==> src/rtl/pk_pkg.sv <==
package pk_pkg;
  typedef enum logic [2:0] {
    ST_IDLE,
    ST_ISSUE,
    ST_CAPT,
    ST_COMP,
    ST_APPEND,
    ST_DRAIN
  } pk_state_t;
endpackage

==> src/rtl/pk_compress.sv <==
module pk_compress #(
  parameter int CW   = 12,
  parameter int Q    = 3329,
  parameter int DMAX = 11,
  parameter int DW   = 4
) (
  input  logic            clk,
  input  logic            rst,
  input  logic            cap_en,
  input  logic            comp_en,
  input  logic [CW-1:0]   x_in,
  input  logic [DW-1:0]   d,
  output logic [DMAX-1:0] y_out
);
  localparam int NUM_W = CW + DMAX + 2;
  localparam int DIV   = 2 * Q;
  localparam int SH    = NUM_W + $clog2(DIV);
  localparam int PW    = NUM_W + SH;
  localparam logic [63:0] MAGIC = ((64'd1 << SH) + 64'(DIV) - 64'd1) / 64'(DIV);

  logic [CW-1:0]   x_q;
  logic [NUM_W-1:0] num;
  logic [PW-1:0]   prod;
  logic [PW-1:0]   quo;
  logic [DMAX-1:0] mask;
  logic [DMAX-1:0] y_c;

  always_comb begin
    num  = NUM_W'(x_q) << d;
    num  = (num << 1) + NUM_W'(Q);
    prod = PW'(num) * PW'(MAGIC);
    quo  = prod >> SH;
    mask = (DMAX'(1) << d) - DMAX'(1);
    y_c  = DMAX'(quo) & mask;
  end

  always_ff @(posedge clk) begin
    if (rst) begin
      x_q   <= '0;
      y_out <= '0;
    end else begin
      if (cap_en)  x_q   <= x_in;
      if (comp_en) y_out <= y_c;
    end
  end

  AST_COEFF_IN_RANGE: assert property (@(posedge clk) disable iff (rst)
    cap_en |-> (x_in < CW'(Q)));
endmodule

==> src/rtl/pk_packer.sv <==
module pk_packer #(
  parameter int DMAX  = 11,
  parameter int DW    = 4,
  parameter int OW    = 11,
  parameter int ACC_W = DMAX + 7,
  parameter int CNTW  = $clog2(ACC_W + 1)
) (
  input  logic            clk,
  input  logic            rst,
  input  logic            clr,
  input  logic            app_en,
  input  logic [DMAX-1:0] app_val,
  input  logic [DW-1:0]   app_d,
  input  logic            drain_en,
  output logic            has_byte,
  output logic [CNTW-1:0] bits_held,
  output logic            wr_en,
  output logic [OW-1:0]   wr_addr,
  output logic [7:0]      wr_data
);
  logic [ACC_W-1:0] acc;
  logic [OW-1:0]    ptr;

  assign has_byte = (bits_held >= CNTW'(8));

  always_ff @(posedge clk) begin
    if (rst) begin
      acc       <= '0;
      bits_held <= '0;
      ptr       <= '0;
      wr_en     <= 1'b0;
      wr_addr   <= '0;
      wr_data   <= '0;
    end else begin
      wr_en <= 1'b0;
      if (clr) begin
        acc       <= '0;
        bits_held <= '0;
        ptr       <= '0;
      end else if (app_en) begin
        acc       <= acc | (ACC_W'(app_val) << bits_held);
        bits_held <= bits_held + CNTW'(app_d);
      end else if (drain_en && has_byte) begin
        wr_en     <= 1'b1;
        wr_data   <= acc[7:0];
        wr_addr   <= ptr;
        acc       <= acc >> 8;
        bits_held <= bits_held - CNTW'(8);
        ptr       <= ptr + 1'b1;
      end
    end
  end

  AST_ACC_NO_OVERFLOW: assert property (@(posedge clk) disable iff (rst)
    app_en |-> (bits_held < CNTW'(8)));
  AST_WR_ADDR_STEP: assert property (@(posedge clk) disable iff (rst)
    (wr_en && $past(wr_en)) |-> (wr_addr == $past(wr_addr) + 1'b1));
endmodule

==> src/rtl/pk_seq.sv <==
module pk_seq
  import pk_pkg::*;
#(
  parameter int N    = 256,
  parameter int KW   = 3,
  parameter int DW   = 4,
  parameter int AW   = 11,
  parameter int CNTW = 5
) (
  input  logic            clk,
  input  logic            rst,
  input  logic            start,
  input  logic [KW-1:0]   k_in,
  input  logic [DW-1:0]   du_in,
  input  logic [DW-1:0]   dv_in,
  input  logic            has_byte,
  input  logic [CNTW-1:0] bits_held,
  output logic            rd_en,
  output logic [AW-1:0]   rd_addr,
  output logic            clr,
  output logic            cap_en,
  output logic            comp_en,
  output logic            app_en,
  output logic            drain_en,
  output logic [DW-1:0]   cur_d,
  output logic            done
);
  localparam int IW = $clog2(N);

  pk_state_t     st;
  logic [KW-1:0] k_q;
  logic [DW-1:0] du_q, dv_q;
  logic          region;
  logic [KW-1:0] poly;
  logic [IW-1:0] idx;
  logic [KW-1:0] poly_sel;
  logic          last_idx;

  assign poly_sel = region ? k_q : poly;
  assign rd_addr  = AW'(poly_sel) * AW'(N) + AW'(idx);
  assign rd_en    = (st == ST_ISSUE);
  assign cap_en   = (st == ST_CAPT);
  assign comp_en  = (st == ST_COMP);
  assign app_en   = (st == ST_APPEND);
  assign drain_en = (st == ST_DRAIN);
  assign clr      = (st == ST_IDLE) && start;
  assign cur_d    = region ? dv_q : du_q;
  assign last_idx = (idx == IW'(N - 1));

  always_ff @(posedge clk) begin
    if (rst) begin
      st     <= ST_IDLE;
      k_q    <= '0;
      du_q   <= '0;
      dv_q   <= '0;
      region <= 1'b0;
      poly   <= '0;
      idx    <= '0;
      done   <= 1'b0;
    end else begin
      done <= 1'b0;
      case (st)
        ST_IDLE: if (start) begin
          k_q    <= k_in;
          du_q   <= du_in;
          dv_q   <= dv_in;
          region <= 1'b0;
          poly   <= '0;
          idx    <= '0;
          st     <= ST_ISSUE;
        end
        ST_ISSUE:  st <= ST_CAPT;
        ST_CAPT:   st <= ST_COMP;
        ST_COMP:   st <= ST_APPEND;
        ST_APPEND: st <= ST_DRAIN;
        ST_DRAIN: if (!has_byte) begin
          if (!last_idx) begin
            idx <= idx + 1'b1;
            st  <= ST_ISSUE;
          end else if (!region && (poly != k_q - 1'b1)) begin
            poly <= poly + 1'b1;
            idx  <= '0;
            st   <= ST_ISSUE;
          end else if (!region) begin
            region <= 1'b1;
            poly   <= '0;
            idx    <= '0;
            st     <= ST_ISSUE;
          end else begin
            done <= 1'b1;
            st   <= ST_IDLE;
          end
        end
        default: st <= ST_IDLE;
      endcase
    end
  end

  AST_RD_SINGLE: assert property (@(posedge clk) disable iff (rst)
    rd_en |=> !rd_en);
  AST_POLY_BOUNDARY_EMPTY: assert property (@(posedge clk) disable iff (rst)
    (st == ST_DRAIN && !has_byte && last_idx) |-> (bits_held == '0));
  AST_DONE_PULSE: assert property (@(posedge clk) disable iff (rst)
    done |=> !done);
endmodule

==> src/rtl/coeff_compress_packer.sv <==
module coeff_compress_packer #(
  parameter int N    = 256,
  parameter int CW   = 12,
  parameter int Q    = 3329,
  parameter int KMAX = 4,
  parameter int DMAX = 11,
  parameter int KW   = $clog2(KMAX + 1),
  parameter int DW   = $clog2(DMAX + 1),
  parameter int AW   = $clog2((KMAX + 1) * N),
  parameter int OW   = $clog2((KMAX + 1) * N * DMAX / 8 + 1)
) (
  input  logic          clk,
  input  logic          rst,
  input  logic          start,
  input  logic [KW-1:0] k_sel,
  input  logic [DW-1:0] du,
  input  logic [DW-1:0] dv,
  output logic          rd_en,
  output logic [AW-1:0] rd_addr,
  input  logic [CW-1:0] rd_data,
  output logic          wr_en,
  output logic [OW-1:0] wr_addr,
  output logic [7:0]    wr_data,
  output logic          done
);
  localparam int ACC_W = DMAX + 7;
  localparam int CNTW  = $clog2(ACC_W + 1);

  logic            clr, cap_en, comp_en, app_en, drain_en, has_byte;
  logic [CNTW-1:0] bits_held;
  logic [DW-1:0]   cur_d;
  logic [DMAX-1:0] cval;

  pk_seq #(.N(N), .KW(KW), .DW(DW), .AW(AW), .CNTW(CNTW)) u_seq (
    .clk(clk), .rst(rst), .start(start), .k_in(k_sel), .du_in(du), .dv_in(dv),
    .has_byte(has_byte), .bits_held(bits_held), .rd_en(rd_en), .rd_addr(rd_addr),
    .clr(clr), .cap_en(cap_en), .comp_en(comp_en), .app_en(app_en),
    .drain_en(drain_en), .cur_d(cur_d), .done(done)
  );

  pk_compress #(.CW(CW), .Q(Q), .DMAX(DMAX), .DW(DW)) u_cmp (
    .clk(clk), .rst(rst), .cap_en(cap_en), .comp_en(comp_en),
    .x_in(rd_data), .d(cur_d), .y_out(cval)
  );

  pk_packer #(.DMAX(DMAX), .DW(DW), .OW(OW), .ACC_W(ACC_W), .CNTW(CNTW)) u_pack (
    .clk(clk), .rst(rst), .clr(clr), .app_en(app_en), .app_val(cval),
    .app_d(cur_d), .drain_en(drain_en), .has_byte(has_byte),
    .bits_held(bits_held), .wr_en(wr_en), .wr_addr(wr_addr), .wr_data(wr_data)
  );

  AST_DONE_QUIET: assert property (@(posedge clk) disable iff (rst)
    done |-> (!rd_en && !wr_en));
endmodule

==> config.mk <==
export PLATFORM = sky130hd
export DESIGN_NAME = coeff_compress_packer
export DESIGN_NICKNAME = d
export VERILOG_FILES = /design/src/rtl/pk_pkg.sv /design/src/rtl/pk_compress.sv /design/src/rtl/pk_packer.sv /design/src/rtl/pk_seq.sv /design/src/rtl/coeff_compress_packer.sv
export SDC_FILE = /design/constraint.sdc
export NUM_CORES = 1
export LEC_CHECK = 0
export ABC_AREA = 1
export CORE_ASPECT_RATIO = 0.6
export CORE_UTILIZATION = 35
export CTS_BUF_LIST = sky130_fd_sc_hd__clkbuf_8
export DETAILED_ROUTE_END_ITERATION = 10
export PLACE_DENSITY = 0.47
export RECOVER_POWER = 100
export SETUP_SLACK_MARGIN = 0.2
export SLEW_MARGIN = 0
export SYNTH_ARGS = -nofsm -noshare
export SYNTH_HDL_FRONTEND = slang
export SYNTH_HIERARCHICAL = 1
export SYNTH_SLANG_ARGS = --single-unit
==> constraint.sdc <==
create_clock -name clk -period 9.3 [get_ports clk]
set_clock_uncertainty 0.05 [all_clocks]
set_input_delay 1.395 -clock clk [delete_from_list [all_inputs] [get_ports clk]]
set_output_delay 1.395 -clock clk [all_outputs]
set_load 0.02 [all_outputs]
# Word-level counts from Yosys, hierarchy flattened
# Cells that the tools add are included.
totals:
  regBits: 104
  in_bits: 26
  output_inout_bits: 33
  elab_cells: 97
classes:
  n_addsub: 9
  mul: 1
  n_lt_le_gt_ge: 1
  n_eq_ne: 13
  shift: 3
  muxes: 31
  bitwise_logic: 6
  n_reduce_logical: 17
op_table:
  columns: ["operator", "count"]
  rows:
  - ["$mul A25 B25 Y48 const B", 1]
  - ["$mux W8", 5]
  - ["$mux W18", 2]
  - ["$mux W3", 10]
  - ["$add A25 B12 Y25 const B", 1]
  - ["$shl A12 B4 Y24", 1]
  - ["$or A18 B18 Y18", 1]
  - ["$pmux W3 S6", 1]
  - ["$shl A11 B5 Y18", 1]
  - ["$pmux W8 S2", 1]
  - ["$add A11 B1 Y11 const B", 1]
  - ["$add A11 B8 Y11", 1]
  - ["$and A11 B11 Y11", 1]
  - ["$shl A1 B4 Y11 const A", 1]
  - ["$sub A11 B2 Y11 const B", 1]
  - ["$mux W5", 2]
  - ["$reduce_and A5 Y1", 2]
  - ["$add A8 B1 Y8 const B", 1]
  - ["$eq A8 B8 Y1 const B", 1]
  - ["$ne A2 B2 Y1 const B", 4]
  - ["$mux W1", 7]
  - ["$eq A3 B2 Y1 const B", 2]
  - ["$eq A3 B3 Y1 const B", 2]
  - ["$pmux W3 S2", 1]
  - ["22 further kinds", 30]

# Longest topological paths before layout
# Gate-level depths: netlist of run 1.
logic_depth:
  ltp_word: 7
  ltp_mapped: 48
  depth_no_buf: 44

# Modules after synthesis
# Netlist of run 1, hierarchy kept.
modules_own_cells:
  columns: ["module", "n_inst", "cells_each", "area_per_inst_um2", "seq_area_each_um2"]
  rows:
  - ["pk_compress", 1, 1762, 14467.6, 460.4]
  - ["pk_packer", 1, 399, 2846.5, 1081.0]
  - ["pk_seq", 1, 219, 1524.0, 540.5]

# Worst setup path before layout of run 1
# No wires, ideal clock.
synth_timing:
  kind: "register to register"
  startpoint: "register u_seq.region"
  endpoint: "register u_cmp.y_out[2]"
  setup_time_ns: 0.132
  t_arrival_ns: 8.266
  t_required_ns: 9.118
  slack_ns: 0.852
  stages_incl_launch_ff: 40
  n_path_buf: 5
  period_less_slack_ns: 8.448
  path_cell_list: "dfxtp_1 buf_4 clkbuf_1 nand2_1 o21ai_0 buf_2 buf_1 buf_1 nand2_1 nand2_1 ha_1 inv_1 nand3_2 nand4_1 nor2_1 nand2_1 nor2_1 nand2_1 (+4 left out) inv_1 fa_1 inv_1 fa_1 fa_1 fa_1 inv_1 fa_1 inv_1 ha_1 a21o_1 a21boi_0 o21ai_0 a21oi_1 nand3_1 or2_2 nand4_1 a21oi_1"
synth_between:
  elab_chain_cells: 5
  word_cells_on_any_way: 7
synth_lines:
  columns: ["element", "line", "text"]
  rows:
  - ["start: declaration", "pk_seq.sv:33", "logic region;"]
  - ["start signal: assignment", "pk_seq.sv:56", "region <= 1'b0;"]
  - ["start signal: assignment", "pk_seq.sv:67", "region <= 1'b0;"]
  - ["start signal: assignment", "pk_seq.sv:85", "region <= 1'b1;"]
  - ["$mux W4 (*)", "pk_seq.sv:47", "assign cur_d = region ? dv_q : du_q;"]
  - ["via cur_d[3]", "coeff_compress_packer.sv:31", "logic [DW-1:0] cur_d;"]
  - ["$shl A12 B4 Y24", "pk_compress.sv:29", "num = NUM_W'(x_q) << d;"]
  - ["$add A25 B12 Y25", "pk_compress.sv:30", "num = (num << 1) + NUM_W'(Q);"]
  - ["$mul A25 B25 Y48", "pk_compress.sv:31", "prod = PW'(num) * PW'(MAGIC);"]
  - ["$and A11 B11 Y11 (*)", "pk_compress.sv:34", "y_c = DMAX'(quo) & mask;"]
  - ["end signal: assignment", "pk_compress.sv:43", "if (comp_en) y_out <= y_c;"]
  - ["end: declaration", "pk_compress.sv:13", "output logic [DMAX-1:0] y_out"]
# Mark *: on every way through the listed nets, which the timed path passes. The rest lies on a longest branch.
# A chain may end at the register's enable or synchronous reset.

# Final worst setup path of run 1
# Same ends and word-level chain as after synthesis.

==> flow_metrics.env, run 1 <==
export IMPL_dr_pass1_iters=5
export IMPL_slew_headroom=-0.1864
export IMPL_cts_made_buffers=9
export IMPL_rows=65
export IMPL_grt_busiest_layer="met1"
export IMPL_antenna_found_initial=1
export IMPL_syn_area_per_cell_sq_um=7.915
export IMPL_start_util=0.3564
export IMPL_slew_violations=58
export IMPL_syn2layout_area_growth_pct=8.615
export IMPL_postCtsHoldBufs=0
export IMPL_coreArea_sq_um=52860
export IMPL_dieArea_sq_um=54790
export IMPL_drv_cap=2
export IMPL_critPathMaxFanout=19
export IMPL_synth_largest_area_cell="fa_1"
export IMPL_grt_first_pass_wirelength_microns=98930
export IMPL_grt_max_degree=34
export IMPL_grtUsageTotal=0.2462
export IMPL_gr_usage_met3=0.1149
export IMPL_grt_setup_unrepaired="false"
export IMPL_max_clock_freq_mhz=116.2
export IMPL_status="finished with violations"
export IMPL_first_iter_violations=1231
export IMPL_hpwl_microns=58850
export IMPL_post_cts_setup_buffers=0
export IMPL_yosysWarnings=6
export IMPL_setup_viol=0
export IMPL_ys_seq_area_frac=0.1105
export IMPL_grt_use_met1=0.4020
export IMPL_synth_flop_cell="dfxtp_1"
export IMPL_cp_data_required_time_ps=9490
export IMPL_crit_family="adder cells"
export IMPL_hold_violations=0
export IMPL_finalCritPeriodShare=0.9254
export IMPL_cts_tree="built"
export IMPL_cpMaxStageDelayCell="fa_1"
export IMPL_cts_resized=0
export IMPL_place_congestion=0.9814
export IMPL_synth_top_area_frac=0.3167
export IMPL_postRouteAntennaNets=0
export IMPL_viasPerCell=4.941
export IMPL_end_kind="flop"
export IMPL_path_class="reg -> reg"
export IMPL_ys_types=58
export IMPL_clk_latency_ps=410
export IMPL_root_buffer="clkbuf_8"
export IMPL_die_y_microns=181.7
export IMPL_synthesis_nets=2922
export IMPL_drcViolationCount=0
export IMPL_worst_path_buf_inv=9
export IMPL_synth_edf_count=0
export IMPL_hp_class="reg -> reg"
export IMPL_io_pins=59
export IMPL_vias=15538
export IMPL_die_x_microns=301.5
export IMPL_violations="max-capacitance violations, max-slew violations"
export IMPL_synthTopCellsByArea="fa_1 32%, ha_1 14%, inv_1 12%"
export IMPL_synth_most_common_cell="inv_1"
export IMPL_ys_seq_elements=104
export IMPL_arrival_ps=8790
export IMPL_worst_pin_slew_ps=1773
export IMPL_drt_wl_total_microns=65430
export IMPL_wl_per_cell_microns=20.81
export IMPL_io_buffers=58
export IMPL_layout_drive_gt1_share=0.05569
export IMPL_overflow=0
export IMPL_path_common_cell="inv_1"
export IMPL_syn_inst=2380
export IMPL_path_clk_slew_ps=120
export IMPL_synthTopCellsByCount="605 x inv_1, 356 x nand2_1, 298 x fa_1, 218 x ha_1, 165 x nor2_1"
export IMPL_cpPeakStageDelay_ps=620
export IMPL_antenna_cells=0
export IMPL_async_flop_share=0
export IMPL_grt_pass1_vias=15732
export IMPL_start_kind="flop"
export IMPL_finalNetCount=2979
export IMPL_syn_area_sq_um=18840
export IMPL_htree_levels=3
export IMPL_tns_ps=0
export IMPL_clockBufferDepth=2
export IMPL_cts_num_sinks=104
export IMPL_gr_usage_met2=0.2863
export IMPL_post_route_min_period_ps=8606
-- cell usage in the layout, fill, tap and decap left out, types with 28 or more instances in the layout --
cell           instances
buf_4                 28
fa_1                 298
dfxtp_1              103
a21oi_1              137
dlygate4sd3_1         34
nand2_1              355
nand3_1              117
nor2_1               165
ha_1                 218
o21ai_0              119
inv_1                602
-- registers in the layout, summed over array words and instances, names as in the netlist, 4 cells and up --
register and cells:
u_pack/acc 18, u_cmp/x_q 12, u_cmp/y_out 11, u_pack/ptr 11, u_pack/wr_addr 11, u_pack/wr_data 8
u_seq/idx 8, u_pack/bits_held 5, u_seq/du_q 4, u_seq/dv_q 4
-- path summary, 6_finish.rpt --
kind	cells after the start	endpoint	start	slack, ps
max reg2reg	38	u_cmp/y_out[2]	u_seq/region	690
min reg2reg	2	u_pack/wr_data[0]	u_pack/acc[0]	410
min	2	u_pack/wr_data[0]	u_pack/acc[0]	410
max	38	u_cmp/y_out[2]	u_seq/region	690
-- cell type report --
cell class | count | area [sq um]
inverter | 620 | 2345
sequential | 104 | 2083
multi-input combinational | 1613 | 14130
clock inverter | 7 | 86.33
tap | 703 | 879.6
clock buffer | 9 | 123.9
fill | 5567 | 32400
timing repair buffer | 89 | 809.5
-- routing by layer --
| metal | vias to the layer above | share of wire |
|---|---|---|
| met5 | - | 0.0019 |
| met4 | 2 | 0.0043 |
| met1 | 7590 | 0.54 |
| met3 | 21 | 0.13 |
| met2 | 504 | 0.33 |
| li1 | 7421 | - |
-- worst register-to-register path: cells and delay by family (launching register included) --
| kind | cells | cell delay [ps] |
|---|---|---|
| AO/OA/AOI/OAI | 6 | 1020 |
| AND/OR/NAND/NOR | 13 | 1890 |
| flip-flops | 1 | 370 |
| buffers and inverters | 9 | 1070 |
| adder cells (fa/ha/maj) | 9 | 3900 |
| XOR/XNOR | 1 | 140 |
-- through the flow --
step	utilization	hold slack (ps)	worst slack [ps]	cell area [sq um]	instances
CTS	0.3865	416.6	384.8	20430	3145
floorplan	-	374.2	852.2	18840	2380
detailed placement	0.3826	392.0	404.8	20220	3129
finish	0.3871	412.6	694.1	20460	3145
global route	0.3871	440.0	106.7	20460	3145
global placement	0.3826	398.9	419.9	20220	3129
-- cell families (layout without fill, tap and decap cells) --
kind of cell,count (synthesis),in the layout,share of synthesized area
AOI/OAI and AO/OA,316,316,0.09040
xor gates and xnor gates,34,34,0.01720
DFF,104,104,0.1105
adders and majority gates,516,516,0.4615
and+or+nand+nor,747,747,0.1795
buffers and inverters,663,725,0.1409
Power of run 1 is not shown: default switching activity piles up to over one toggle a cycle in this logic, so the estimate is an artifact.
==> run 2: changes to the inputs <==
Clock period 9.3 ns to 10 ns, I/O delays scaled along.
==> flow_metrics.env, run 2 (synthesis gave the netlist of run 1 again) <==
export IMPL_status="finished with violations"
export IMPL_violations="max-capacitance violations, max-slew violations"
export IMPL_slew_violations=24
export IMPL_mostFrequentLayoutCells="605 x inv_1, 356 x nand2_1, 298 x fa_1"
export IMPL_layout_drive_gt1_share=0.04682
export IMPL_wl_per_cell_microns=20.38
export IMPL_coreArea_sq_um=52860
export IMPL_grt_pass1_vias=15758
export IMPL_io_buffers=58
export IMPL_slew_headroom=-0.01226
export IMPL_cpMaxStageDelayCell="nor4_1"
export IMPL_critPathMaxFanout=19
export IMPL_io_pins=59
export IMPL_holdWs_ps=409.5
export IMPL_cts_resized=0
export IMPL_hpwl_microns=57300
export IMPL_arrival_ps=9730
export IMPL_post_route_min_period_ps=9428
export IMPL_path_common_cell="inv_1"
export IMPL_largest_register="u_pack/acc"
export IMPL_reg2reg_depth=40
export IMPL_largestRegisters="u_pack/acc x18, u_cmp/x_q x12"
export IMPL_drv_cap=1
export IMPL_root_buffer="clkbuf_8"
export IMPL_path_class="reg -> reg"
export IMPL_first_iter_violations=1451
export IMPL_antenna_found_initial=2
export IMPL_postRouteAntennaNets=0
export IMPL_cp_data_required_time_ps=10300
export IMPL_grt_setup_unrepaired="false"
export IMPL_tns_ps=0
export IMPL_hold_violations=0
export IMPL_max_clock_freq_mhz=106.1
export IMPL_end_kind="flop"
export IMPL_drcViolationCount=0
export IMPL_setup_viol=0
export IMPL_layout_commonest_cell="inv_1"
export IMPL_cts_made_buffers=9
export IMPL_grtUsageTotal=0.2430
export IMPL_crit_family="adder cells"
export IMPL_overflow=0
export IMPL_rows=65
export IMPL_postCtsHoldBufs=0
export IMPL_grt_first_pass_wirelength_microns=98680
export IMPL_die_y_microns=181.7
export IMPL_cts_num_sinks=104
export IMPL_syn2layout_area_growth_pct=8.004
export IMPL_die_x_microns=301.5
export IMPL_start_util=0.3564
export IMPL_dr_pass1_iters=6
export IMPL_cpPeakStageDelay_ps=660
export IMPL_grt_max_degree=34
export IMPL_drt_wl_total_microns=64050
export IMPL_htree_levels=3
export IMPL_cts_tree="built"
export IMPL_worst_path_buf_inv=12
export IMPL_post_cts_setup_buffers=0
export IMPL_hp_class="reg -> reg"
export IMPL_start_kind="flop"
export IMPL_finalNetCount=2972
export IMPL_path_depth=40
export IMPL_finalCritPeriodShare=0.9428
export IMPL_clk_latency_ps=410
export IMPL_hold_depth=2
export IMPL_path_clk_slew_ps=130
export IMPL_largest_reg_flops=18
export IMPL_worst_pin_slew_ps=1518
export IMPL_vias=15685
export IMPL_place_congestion=0.9645
export IMPL_viasPerCell=4.992
export IMPL_fin_util=0.3849
export IMPL_dieArea_sq_um=54790
export IMPL_clockBufferDepth=2
run 2: cell types whose count changed in the layout (fill, tap and decap cells not counted), sizes merged:
| cell | before | now |
|---|---|---|
| clkinv | 6 | 2 |
| inv | 621 | 625 |
| clkbuf | 11 | 10 |
| buf | 29 | 23 |
| diode | 0 | 4 |
run 2: worst paths after layout:
kind / start / to / slack, ps
worst max-delay path: u_seq/region / u_cmp/y_out[6] / 570
worst min register to register: u_pack/acc[6] / u_pack/wr_data[6] / 410
worst min-delay path: u_pack/acc[6] / u_pack/wr_data[6] / 410
worst max register to register: u_seq/region / u_cmp/y_out[6] / 570
run 2: worst min-delay path, stage by stage (launching register included):
cell and delay [ps]:
dfxtp_1 320, inv_1 60, a21oi_1 50
run 2: metrics by stage:
step           worst slack [ps]  cell area (sq um)  std cells
6_report                  572.2              20350       3142
4_1_cts                   929.1              20380       3138
3_5_place_dp              955.3              20170       3122
3_3_place_gp               1037              20170       3122
2_1_floorplan              1552              18840       2380
5_1_grt                   130.4              20340       3141
run 2: area by class of cell:
class                           instances  area, sq um
Fill cell                            5590        32520
Multi-Input combinational cell       1613        14070
Inverter                              620         2342
Sequential cell                       104         2082
Tap cell                              703        879.6
Timing Repair Buffer                   82        757.0
Clock buffer                            9        123.9
Clock inverter                          7        81.33
Antenna cell                            4        10.01
run 2: per-layer routing:
| metal | share of wire | global-route usage | vias to the layer above | wire length, microns |
|---|---|---|---|---|
| li1 | - | - | 7392 | - |
| met1 | 0.55 | 0.4147 | 7717 | 35470 |
| met2 | 0.34 | 0.2894 | 555 | 21540 |
| met3 | 0.10 | 0.07717 | 21 | 6649 |
| met4 | 0.0060 | 0.01859 | 0 | 384 |
| met5 | 0 | 0 | - | 0 |
Power of run 2 is left out for the same reason.
==> run 3: changes to the inputs <==
Settings changed: ABC_AREA 1 to not set.
==> flow_metrics.env, run 3 <==
export IMPL_slew_violations=0
export IMPL_holdWs_ps=406.1
export IMPL_coreArea_sq_um=50930
export IMPL_synth_most_common_cell="inv_1"
export IMPL_drv_cap=0
export IMPL_largest_register="u_pack/acc"
export IMPL_synth_compound_area_frac=0.09702
export IMPL_first_iter_violations=1158
export IMPL_synthesis_nets=2504
export IMPL_antenna_cells=0
export IMPL_yosysWarnings=6
export IMPL_overflow=0
export IMPL_grt_setup_unrepaired="false"
export IMPL_viasPerCell=4.962
export IMPL_worst_pin_slew_ps=1302
export IMPL_async_flop_share=0
export IMPL_reg2reg_depth=31
export IMPL_drcViolationCount=0
export IMPL_synth_top_area_frac=0.3307
export IMPL_postCtsHoldBufs=0
export IMPL_synthTopCellsByArea="fa_1 33%, ha_1 15%, dfxtp_1 12%"
export IMPL_muxShareOfSynthArea=0.05264
export IMPL_synth_edf_count=0
export IMPL_synth_top_family_by_area="adder cells"
export IMPL_clockBufferDepth=2
export IMPL_cts_tree="built"
export IMPL_arrival_ps=9690
export IMPL_multi_input_area_sq_um=13990
export IMPL_synth_largest_area_cell="fa_1"
export IMPL_path_class="reg -> reg"
export IMPL_cts_made_buffers=9
export IMPL_regToRegSetupSlack_ps=540
export IMPL_critPathMaxFanout=7
export IMPL_yosys_area_share_adder=0.4818
export IMPL_mostFrequentLayoutCells="481 x inv_1, 297 x fa_1, 217 x ha_1"
export IMPL_cpMaxStageDelayCell="o311ai_0"
export IMPL_fill_cells=5191
export IMPL_io_pins=59
export IMPL_layout_drive_gt1_share=0.08773
export IMPL_root_buffer="clkbuf_8"
export IMPL_finalCritPeriodShare=0.9460
export IMPL_synth_flop_cell="dfxtp_1"
export IMPL_hpwl_microns=50140
export IMPL_grt_first_pass_wirelength_microns=85700
export IMPL_htree_levels=3
export IMPL_tns_ps=0
export IMPL_hold_depth=2
export IMPL_die_y_microns=177.9
export IMPL_rr_startpoint="u_seq/region"
export IMPL_clk_latency_ps=400
export IMPL_hold_violations=0
export IMPL_seq_area_sq_um=2082
export IMPL_max_clock_freq_mhz=105.7
export IMPL_start_kind="flop"
export IMPL_post_route_min_period_ps=9460
export IMPL_grtUsageTotal=0.2233
export IMPL_vias=13790
export IMPL_r2r_end="u_cmp/y_out[3]"
export IMPL_yosys_area_share_simple=0.1047
export IMPL_wl_per_cell_microns=20.33
export IMPL_place_congestion=0.9566
export IMPL_ys_types=86
export IMPL_grt_pass1_vias=13528
export IMPL_path_common_cell="fa_1"
export IMPL_syn_area_sq_um=18040
export IMPL_setup_viol=0
export IMPL_syn_area_per_cell_sq_um=9.196
export IMPL_cp_data_required_time_ps=10230
export IMPL_setup_worst_path_end="u_cmp/y_out[3]"
export IMPL_synthTopCellsByCount="482 x inv_1, 298 x fa_1, 218 x ha_1, 165 x nand2_1, 104 x dfxtp_1"
export IMPL_postRouteAntennaNets=0
export IMPL_ys_seq_area_frac=0.1154
export IMPL_start_util=0.3543
export IMPL_layout_commonest_cell="inv_1"
export IMPL_hp_class="reg -> reg"
export IMPL_path_clk_slew_ps=110
export IMPL_largest_reg_flops=18
export IMPL_syn_inst=1962
export IMPL_syn2layout_area_growth_pct=12.36
export IMPL_die_x_microns=295.1
export IMPL_stdcell_count=2779
export IMPL_antenna_found_initial=0
export IMPL_dpl_cell_count=2753
export IMPL_status="finished clean"
export IMPL_slew_headroom=0.1230
export IMPL_rows=64
export IMPL_cts_num_sinks=104
export IMPL_dr_pass1_iters=5
export IMPL_dieArea_sq_um=52490
export IMPL_io_buffers=58
export IMPL_fin_util=0.3981
export IMPL_largestRegisters="u_pack/acc x18, u_cmp/x_q x12"
export IMPL_crit_start="u_seq/region"
export IMPL_cpPeakStageDelay_ps=780
export IMPL_finalNetCount=2623
export IMPL_grt_max_degree=69
export IMPL_drt_wl_total_microns=56490
export IMPL_ys_seq_elements=104
export IMPL_synthXorXnorAreaFrac=0.03440
export IMPL_end_kind="flop"
run 3: cell types whose count changed after synthesis, sizes merged, moves of 24 or more:
cell,change
nand2,-212
inv,-136
nand3,-108
nor2,-90
o21ai,-79
mux2i,+40
a21oi,-36
xnor2,+29
a21o,+28
mux2,+24
run 3: what timing repair did:
action	CTS	global route
resized for setup	5	20
setup endpoints to repair	6	11
pin swaps	1	4
endpoints found under the hold margin	0	0
setup buffers	0	10
run 3: how the worst min path moves through the flow:
stage | start | endpoint | slack (ps)
after floorplan | u_pack/acc[13] | u_pack/acc[13] | 380
after global placement | u_pack/acc[13] | u_pack/acc[13] | 390
after detailed placement | u_seq/dv_q[0] | u_seq/dv_q[0] | 400
after CTS | u_seq/dv_q[0] | u_seq/dv_q[0] | 410
after global routing | u_pack/wr_data[2] | u_pack/wr_data[2] | 430
final | u_pack/wr_data[4] | u_pack/wr_data[4] | 410
run 3: layout make-up:
class	instances	share of cell area
inverter	484	0.08961
clock inverter	7	0.003765
sequential	104	0.1027
timing repair buffer	156	0.06493
tap	693	0.04277
multi-input combinational	1326	0.6901
clock buffer	9	0.006110
run 3: cell families (layout without fill, tap and decap cells):
logic type | count (synthesis) | in the layout
buffers and inverters | 532 | 656
adders and majority gates | 516 | 516
and+or+nand+nor | 397 | 397
AOI/OAI and AO/OA | 274 | 274
DFF | 104 | 104
muxes | 75 | 75
xor gates and xnor gates | 64 | 64
run 3: through the flow:
stage / setup WS [ps] / instance area [sq um]
final: 540.2 / 20270
after global routing: 110.4 / 20270
after CTS: 195.5 / 20130
after detailed placement: -62.37 / 19910
after global placement: 54.33 / 19910
after floorplan: 324.7 / 18040
run 3: worst max-delay path, delay by kind of cell, from the launching register on:
family                   cells  cell delay (ps)
AO/OA/AOI/OAI                6             1680
XOR/XNOR                     2              400
adder cells (fa/ha/maj)      9             4120
buffers and inverters        8             1030
flip-flops                   1              400
multiplexers                 3             1110
AND/OR/NAND/NOR              3              500
run 3: routing by layer:
layer | wire length [microns] | vias to the layer above | part of all wire | GRT usage
li1 | - | 6469 | - | -
met1 | 30450 | 6849 | 0.54 | 0.3741
met2 | 18830 | 460 | 0.33 | 0.2474
met3 | 7064 | 12 | 0.13 | 0.1048
met4 | 138 | 0 | 0.0024 | 0.01360
met5 | 0 | - | 0 | 0
Power of run 3 is left out for the same reason.
